<file path="src/rtl/evcnt_pkg.sv">
package evcnt_pkg;
   localparam int BYTE_W = 8;

   typedef struct packed {
      logic b_wide;
      logic b_en;
      logic b_src;
      logic b_fall;
      logic rsvd;
      logic c_en;
      logic c_src;
      logic c_fall;
   } ctrl_t;

   localparam logic [2:0] A_CTRL = 3'd0;
   localparam logic [2:0] A_BLO  = 3'd1;
   localparam logic [2:0] A_BHI  = 3'd2;
   localparam logic [2:0] A_C    = 3'd3;
   localparam logic [2:0] A_FLAG = 3'd4;
endpackage

</file>
<file path="src/rtl/evcnt_edge_sync.sv">
module evcnt_edge_sync #(
   parameter int STAGES = 2
) (
   input  logic clk,
   input  logic rst_n,
   input  logic pin,
   output logic rise,
   output logic fall
);
   if (STAGES < 2) begin : g_bad
      $error("evcnt_edge_sync: STAGES must be at least 2");
   end

   logic [STAGES-1:0] sh_q;
   logic              prev_q;

   always_ff @(posedge clk or negedge rst_n) begin
      if (!rst_n) begin
         sh_q   <= '0;
         prev_q <= 1'b0;
      end else begin
         sh_q   <= {sh_q[STAGES-2:0], pin};
         prev_q <= sh_q[STAGES-1];
      end
   end

   assign rise = sh_q[STAGES-1] & ~prev_q;
   assign fall = ~sh_q[STAGES-1] & prev_q;
endmodule

</file>
<file path="src/rtl/evcnt_counter.sv">
module evcnt_counter #(
   parameter bit  HAS_WIDE = 1'b0,
   localparam int LO_W     = evcnt_pkg::BYTE_W,
   localparam int WIDTH    = HAS_WIDE ? 2 * LO_W : LO_W
) (
   input  logic             clk,
   input  logic             rst_n,
   input  logic             en,
   input  logic             src_pin,
   input  logic             edge_fall,
   input  logic             wide,
   input  logic             tick,
   input  logic             rise,
   input  logic             fall,
   input  logic             wr_lo,
   input  logic             wr_hi,
   input  logic [LO_W-1:0]  wr_data,
   input  logic             ovf_clr,
   output logic [WIDTH-1:0] value,
   output logic             ovf
);
   logic [LO_W-1:0] lo_q;
   logic            wide_eff;
   logic            any_wr;
   logic            evt;
   logic            step;
   logic            wrap;

   assign evt    = en & (src_pin ? (edge_fall ? fall : rise) : tick);
   assign any_wr = wr_lo | (wr_hi & wide_eff);
   assign step   = evt & ~any_wr;

   always_ff @(posedge clk or negedge rst_n) begin
      if (!rst_n)     lo_q <= '0;
      else if (wr_lo) lo_q <= wr_data;
      else if (step)  lo_q <= lo_q + 1'b1;
   end

   if (HAS_WIDE) begin : g_wide
      logic [LO_W-1:0] hi_q;
      assign wide_eff = wide;

      always_ff @(posedge clk or negedge rst_n) begin
         if (!rst_n)                hi_q <= '0;
         else if (!wide)            hi_q <= '0;
         else if (wr_hi)            hi_q <= wr_data;
         else if (step && (&lo_q))  hi_q <= hi_q + 1'b1;
      end

      assign wrap  = wide ? ((&lo_q) & (&hi_q)) : (&lo_q);
      assign value = {hi_q, lo_q};
   end else begin : g_narrow
      assign wide_eff = 1'b0;
      assign wrap     = &lo_q;
      assign value    = lo_q;
   end

   always_ff @(posedge clk or negedge rst_n) begin
      if (!rst_n)              ovf <= 1'b0;
      else if (step && wrap)   ovf <= 1'b1;
      else if (ovf_clr)        ovf <= 1'b0;
   end
endmodule

</file>
<file path="src/rtl/dual_event_counter.sv">
module dual_event_counter #(
   parameter int SYNC_STAGES = 2,
   parameter int ADDR_W      = 3,
   localparam int DW         = evcnt_pkg::BYTE_W
) (
   input  logic              clk,
   input  logic              rst_n,
   input  logic              wr_en,
   input  logic [ADDR_W-1:0] reg_addr,
   input  logic [DW-1:0]     wr_data,
   output logic [DW-1:0]     rd_data,
   input  logic              cyc_stb,
   input  logic              pin_b,
   input  logic              pin_c,
   output logic              ovf_b,
   output logic              ovf_c,
   output logic              gpio_free_b,
   output logic              gpio_free_c
);
   import evcnt_pkg::*;

   if (ADDR_W < 3) begin : g_bad_addr
      $error("dual_event_counter: ADDR_W must be at least 3");
   end

   ctrl_t            ctrl_q;
   logic [2*DW-1:0]  cnt_b;
   logic [DW-1:0]    cnt_c;
   logic             rise_b, fall_b, rise_c, fall_c;
   logic             sel_ctrl, sel_blo, sel_bhi, sel_c, sel_flag;

   assign sel_ctrl = wr_en && (reg_addr == ADDR_W'(A_CTRL));
   assign sel_blo  = wr_en && (reg_addr == ADDR_W'(A_BLO));
   assign sel_bhi  = wr_en && (reg_addr == ADDR_W'(A_BHI));
   assign sel_c    = wr_en && (reg_addr == ADDR_W'(A_C));
   assign sel_flag = wr_en && (reg_addr == ADDR_W'(A_FLAG));

   always_ff @(posedge clk or negedge rst_n) begin
      if (!rst_n) begin
         ctrl_q <= '0;
      end else if (sel_ctrl) begin
         ctrl_q      <= ctrl_t'(wr_data);
         ctrl_q.rsvd <= 1'b0;
      end
   end

   evcnt_edge_sync #(.STAGES(SYNC_STAGES)) u_sync_b (
      .clk(clk), .rst_n(rst_n), .pin(pin_b), .rise(rise_b), .fall(fall_b)
   );

   evcnt_edge_sync #(.STAGES(SYNC_STAGES)) u_sync_c (
      .clk(clk), .rst_n(rst_n), .pin(pin_c), .rise(rise_c), .fall(fall_c)
   );

   evcnt_counter #(.HAS_WIDE(1'b1)) u_cnt_b (
      .clk(clk), .rst_n(rst_n),
      .en(ctrl_q.b_en), .src_pin(ctrl_q.b_src), .edge_fall(ctrl_q.b_fall),
      .wide(ctrl_q.b_wide), .tick(cyc_stb), .rise(rise_b), .fall(fall_b),
      .wr_lo(sel_blo), .wr_hi(sel_bhi), .wr_data(wr_data),
      .ovf_clr(sel_flag && wr_data[0]), .value(cnt_b), .ovf(ovf_b)
   );

   evcnt_counter #(.HAS_WIDE(1'b0)) u_cnt_c (
      .clk(clk), .rst_n(rst_n),
      .en(ctrl_q.c_en), .src_pin(ctrl_q.c_src), .edge_fall(ctrl_q.c_fall),
      .wide(1'b0), .tick(cyc_stb), .rise(rise_c), .fall(fall_c),
      .wr_lo(sel_c), .wr_hi(1'b0), .wr_data(wr_data),
      .ovf_clr(sel_flag && wr_data[1]), .value(cnt_c), .ovf(ovf_c)
   );

   always_comb begin
      unique case (reg_addr)
         ADDR_W'(A_CTRL): rd_data = ctrl_q;
         ADDR_W'(A_BLO):  rd_data = cnt_b[DW-1:0];
         ADDR_W'(A_BHI):  rd_data = cnt_b[2*DW-1:DW];
         ADDR_W'(A_C):    rd_data = cnt_c;
         ADDR_W'(A_FLAG): rd_data = {{(DW-2){1'b0}}, ovf_c, ovf_b};
         default:         rd_data = '0;
      endcase
   end

   assign gpio_free_b = ~ctrl_q.b_src;
   assign gpio_free_c = ~ctrl_q.c_src;
endmodule

</file>
<file path="config.mk">
export PLATFORM = sky130hd
export DESIGN_NAME = dual_event_counter
export DESIGN_NICKNAME = d
export VERILOG_FILES = /design/src/rtl/evcnt_pkg.sv /design/src/rtl/evcnt_edge_sync.sv /design/src/rtl/evcnt_counter.sv /design/src/rtl/dual_event_counter.sv
export SDC_FILE = /design/constraint.sdc
export NUM_CORES = 1
export LEC_CHECK = 0
export ABC_AREA = 1
export BUFFER_PORTS_ARGS = -buffer_cell sky130_fd_sc_hd__clkbuf_2
export CAP_MARGIN = 25
export CORE_MARGIN = 2
export CORE_UTILIZATION = 58
export DETAILED_ROUTE_END_ITERATION = 10
export HOLD_SLACK_MARGIN = 0.05
export PLACE_DENSITY = 0.76
export SETUP_SLACK_MARGIN = 0.1
export SYNTH_ARGS = -nofsm -noshare
export SYNTH_HDL_FRONTEND = slang
export SYNTH_SLANG_ARGS = --single-unit
export TNS_END_PERCENT = 10
</file>
<file path="constraint.sdc">
create_clock -name clk -period 1.6 [get_ports clk]
set_input_delay 0.48 -clock clk [delete_from_list [all_inputs] [get_ports clk]]
set_output_delay 0.48 -clock clk [all_outputs]
set_load 0.005 [all_outputs]
</file>
# Word level (Yosys, flattened, before mapping)
# Index checks and enable logic that the tools add are counted.
op_classes:
  add_sub_neg: 3
  eq_ne: 5
  n_mux: 17
  bitwise: 19
  n_reduce_logical: 18
op_table:
  columns: ["operator", "n"]
  rows:
  - ["8-bit two-way mux", 7]
  - ["8-bit one-hot mux with 5 select lines", 1]
  - ["8-bit by 1-bit adder with 8-bit output (second input constant)", 3]
  - ["8-bit AND reduction", 3]
  - ["1-bit AND", 10]
  - ["1-bit logical AND", 10]
  - ["1-bit two-way mux", 9]
  - ["1-bit NOT", 8]
  - ["2-bit nonzero test", 4]
  - ["3-bit by 2-bit equality test with 1-bit output (second input constant)", 2]
  - ["3-bit by 1-bit equality test with 1-bit output (second input constant)", 1]
  - ["3-bit equality test (second input constant)", 1]
  - ["3-bit zero test", 1]
  - ["3-bit by 1-bit inequality test with 1-bit output (second input constant)", 1]
  - ["1-bit OR", 1]
word_totals:
  ff_bits: 39
  output_inout_bits: 12
  elab_cells: 78

# Longest topological paths before layout
depth:
  ltp_word: 10
  ltp_mapped: 10
  mapped_depth_nobuf: 9

# Modules after synthesis
# From an unflattened synthesis, not the netlist that was laid out.
unflattened:
  cells_unflattened: 390
  area_unflattened_um2: 2701.3
modules_own_cells:
  columns: ["mod", "n_inst", "cells_each", "area_per_inst_um2", "seq_area_each_um2"]
  rows:
  - ["evcnt_counter (u_cnt_b)", 1, 175, 1191.1, 425.4]
  - ["dual_event_counter", 1, 105, 701.9, 175.2]
  - ["evcnt_counter (u_cnt_c)", 1, 96, 628.1, 225.2]
  - ["evcnt_edge_sync", 2, 7, 90.1, 75.1]

# Worst setup path before layout
# Ideal clock, no wire load.
synth_timing:
  path_kind: "input to output"
  from: "input reg_addr[2]"
  to: "output rd_data[0]"
  arrival_time_ns: 1.094
  slack_ns: 0.026
  stages: 6
  n_path_buf: 0
  path_cell_list: "inv_2 nand3_1 inv_1 nand2_1 o21ai_0 a211o_1"
synth_between:
  elab_chain_len: 2
synth_rtl:
  columns: ["item", "line_no", "source"]
  rows:
  - ["start, declared", "dual_event_counter.sv:9", "input logic [ADDR_W-1:0] reg_addr,"]
  - ["3-bit equality test (tied with other cells)", "dual_event_counter.sv:72", "unique case (reg_addr)"]
  - ["8-bit one-hot mux with 5 select lines *", "dual_event_counter.sv:72", null]
  - ["end, declared", "dual_event_counter.sv:11", "output logic [DW-1:0] rd_data,"]
# Every way passes the cells marked *; elsewhere a longest branch is shown, timed or not.

# Final worst setup path
# Same ends and word-level chain as after synthesis.

==> qor.yml <==
slew_headroom: 0.758
fmax_mhz: 532
rsz0062_at_grt: "yes"
dieArea_um2: 4710
wirelength_mm: 6.98
synth_most_common_cell: "nand2_1"
ant_nets: 0
ys.flop_type: "dfrtp_1"
timing.final.crit_share: 1.18
synth_top_family_by_area: "simple AND/OR/NAND/NOR gates"
synth_area_leaders: "dfrtp_1 (40%), nand2_1 (19%), nand3_1 (9.9%)"
dpl.hpwl_mm: 5.03
drv_cap: 0
drtIter0Drc: 280
gp_congestion: 0.979
fp.dieW_um: 68.6
clock_latency_ns: 0.30
leakage_nw: 1.57
final_core_util: 0.775
clock-root-buffer: "clkbuf_8"
startpoint_type: "input pin"
place.port_buffers: 28
setup_ws_ns: -0.281
drc: 0
cts.sinks: 39
regArea_um2: 978
netlist.area_leader.share: 0.403
reg2reg_from: "u_cnt_b.lo_q[0]"
antenna_found_initial: 0
cts_tree: "yes"
netlist_instances: 336
cp-end-kind: "primary output"
synth-edff-count: 0
grt_pass1_wl_mm: 11.1
htreeDepth: 2
synth-async-reset-ratio: 1.00
track_usage: 0.328
r2r.worst_path.cells: 8
critPathCapture: "rd_data[0]"
viasPerCell: 5.68
ff2ff_setup_slack_ns: 0.10
arrival_ns: 1.40
multi_input_comb_area_um2: 1370
diodes: 0
wl_per_cell_um: 15.7
drive_gt1_frac: 0.256
clk_path_buf_depth: 2
ys_warn_count: 0
yosys.area_share.xor_xnor: 0.0362
worstMarginPinSlew_ns: 0.363
yosys.area_share.adder: 0.0155
n_fill_cell: 283
io_pins: 29
synth_fp_nets: 356
die_h_um: 68.6
layout.nets: 413
skew_ns: 0.00329
critPathLaunch: "reg_addr[2]"
synth-simple-area-share: 0.387
synth.distinct_cells: 33
period_needed_ns: 1.88
numCtsBuffers: 5
path_clk_slew_ns: 0.08
avgSynthCellArea_um2: 7.21
synth.area.mux_share: 0.00930
failed_checks: "negative setup slack"
drt-pass1-iter-count: 6
grt_pass1_vias: 2402
synth_commonest_cells: "nand2_1 (124), nand3_1 (48), dfrtp_1 (39), inv_1 (33), nor2_1 (14)"
syn_area_um2: 2420
hold_viol: 0
fin_hold_ws_ns: 0.0747
slew_violations: 0
grt_max_degree: 28
overflow: 0
crit_fanout: 3
status: "complete, but fails checks"
setup_violations: 8
path_class: "in2out"
core_um2: 4000
yosys.area.top_type: "dfrtp_1"
worstReg2RegEnd: "u_cnt_b.g_wide.hi_q[7]"
vias: 2523
worstPathRequired_ns: 1.12
hold_path.class: "in2async"
powerDensity_nw_per_um2: 1180
fp-row-count: 23
area_delta_synth_final_pct: 28.0
synth_compound_area_frac: 0.0785
start_util: 0.606
synth_seq_area_share: 0.403
ys_seq_elements: 39
ir_worst_vdd_v: 0.000751
cell families (layout without fill, tap and decap cells):
family / count (synthesis) / after routing
buffers and inverters: 42 / 100
muxes: 2 / 2
and+or+nand+nor: 207 / 207
AOI/OAI and AO/OA: 33 / 33
xor gates and xnor gates: 10 / 10
adders and majority gates: 3 / 3
DFF: 39 / 39
state kept, by name, summed over array words and instances, names as in the netlist:
signal and cells:
u_cnt_c.value 8, u_sync_b.prev_q 1, u_cnt_b.ovf 1, u_cnt_b.g_wide.hi_q 8, u_sync_c.sh_q 2, ctrl_q 7
u_sync_b.sh_q 2, u_cnt_b.lo_q 8, u_cnt_c.ovf 1, u_sync_c.prev_q 1
repair_timing:
action,in CTS,in global routing
gates resized for setup,27,13
hold buffers,0,0
pin swaps,7,2
endpoints found under the setup margin,16,29
setup buffers,2,2
final cells by class:
cell class | count | area share
inverters | 37 | 0.0480
well taps | 50 | 0.0202
clock inverters | 3 | 0.0153
repair buffers | 55 | 0.137
flip-flops and latches | 39 | 0.316
clock buffers | 5 | 0.0222
multi-input cells | 255 | 0.442
worst min path at each step:
stage | startpoint | end | slack (ns) | cells after the start
after floorplan | rst_n | ctrl_q[0] | 0.18 | 0
after global placement | u_sync_c.sh_q[0] | u_sync_c.sh_q[1] | 0.33 | 0
after detailed placement | u_sync_c.sh_q[0] | u_sync_c.sh_q[1] | 0.34 | 0
after CTS | rst_n | u_cnt_b.lo_q[4] | 0.08 | 1
after global routing | rst_n | u_cnt_b.lo_q[6] | 0.1 | 1
final | rst_n | u_cnt_b.lo_q[4] | 0.07 | 1
per-stage QoR:
stage	std cells	cell area, um2	setup TNS (ns)	setup WS, ns	power (mW)
finish	444	3100	-1.96	-0.281	3.67
global route	444	3100	-2.64	-0.365	3.91
CTS	442	3040	-1.60	-0.218	3.61
detailed placement	432	2790	-5.80	-0.277	2.69
global placement	432	2790	-4.85	-0.267	2.64
floorplan	336	2430	0	0.110	2.26
critical path: stages:
cell       delay, ns
clkbuf_16       0.13
buf_12          0.12
buf_4           0.13
nand2_1         0.07
o21ai_0         0.09
a211o_1         0.26
clkbuf_2        0.12
metal layers:
metal | vias to the layer above | track usage | share of wire
met4 | 0 | 0.165 | 0.044
met1 | 1183 | 0.420 | 0.41
li1 | 1211 | - | -
met3 | 25 | 0.0714 | 0.068
met2 | 104 | 0.519 | 0.48
met5 | - | 0 | 0
where the power goes:
group	leakage, nW	internal [mW]	switching (mW)
registers	0.494	1.25	0.368
logic	1.02	0.511	0.693
clock network	0.0587	0.473	0.377
placed cells by master (no fill, tap or decap), types with 3 or more instances in the layout:
cell type / Yosys / routed
buf_4: 0 / 23
inv_1: 33 / 31
nor2_1: 14 / 12
o21ai_0: 12 / 11
clkbuf_2: 0 / 21
nand3_1: 48 / 46
a21oi_1: 3 / 3
nor2_2: 1 / 3
xor2_1: 9 / 9
clkbuf_8: 0 / 6
nand2_1: 124 / 119
nand4_1: 4 / 4
o22ai_1: 3 / 3
o2111ai_2: 0 / 3
inv_2: 4 / 4
o21ai_1: 9 / 10
nand2_2: 2 / 6
dfrtp_1: 39 / 37
buf_2: 4 / 4
Note: power is estimated with default switching activity, not from simulation.
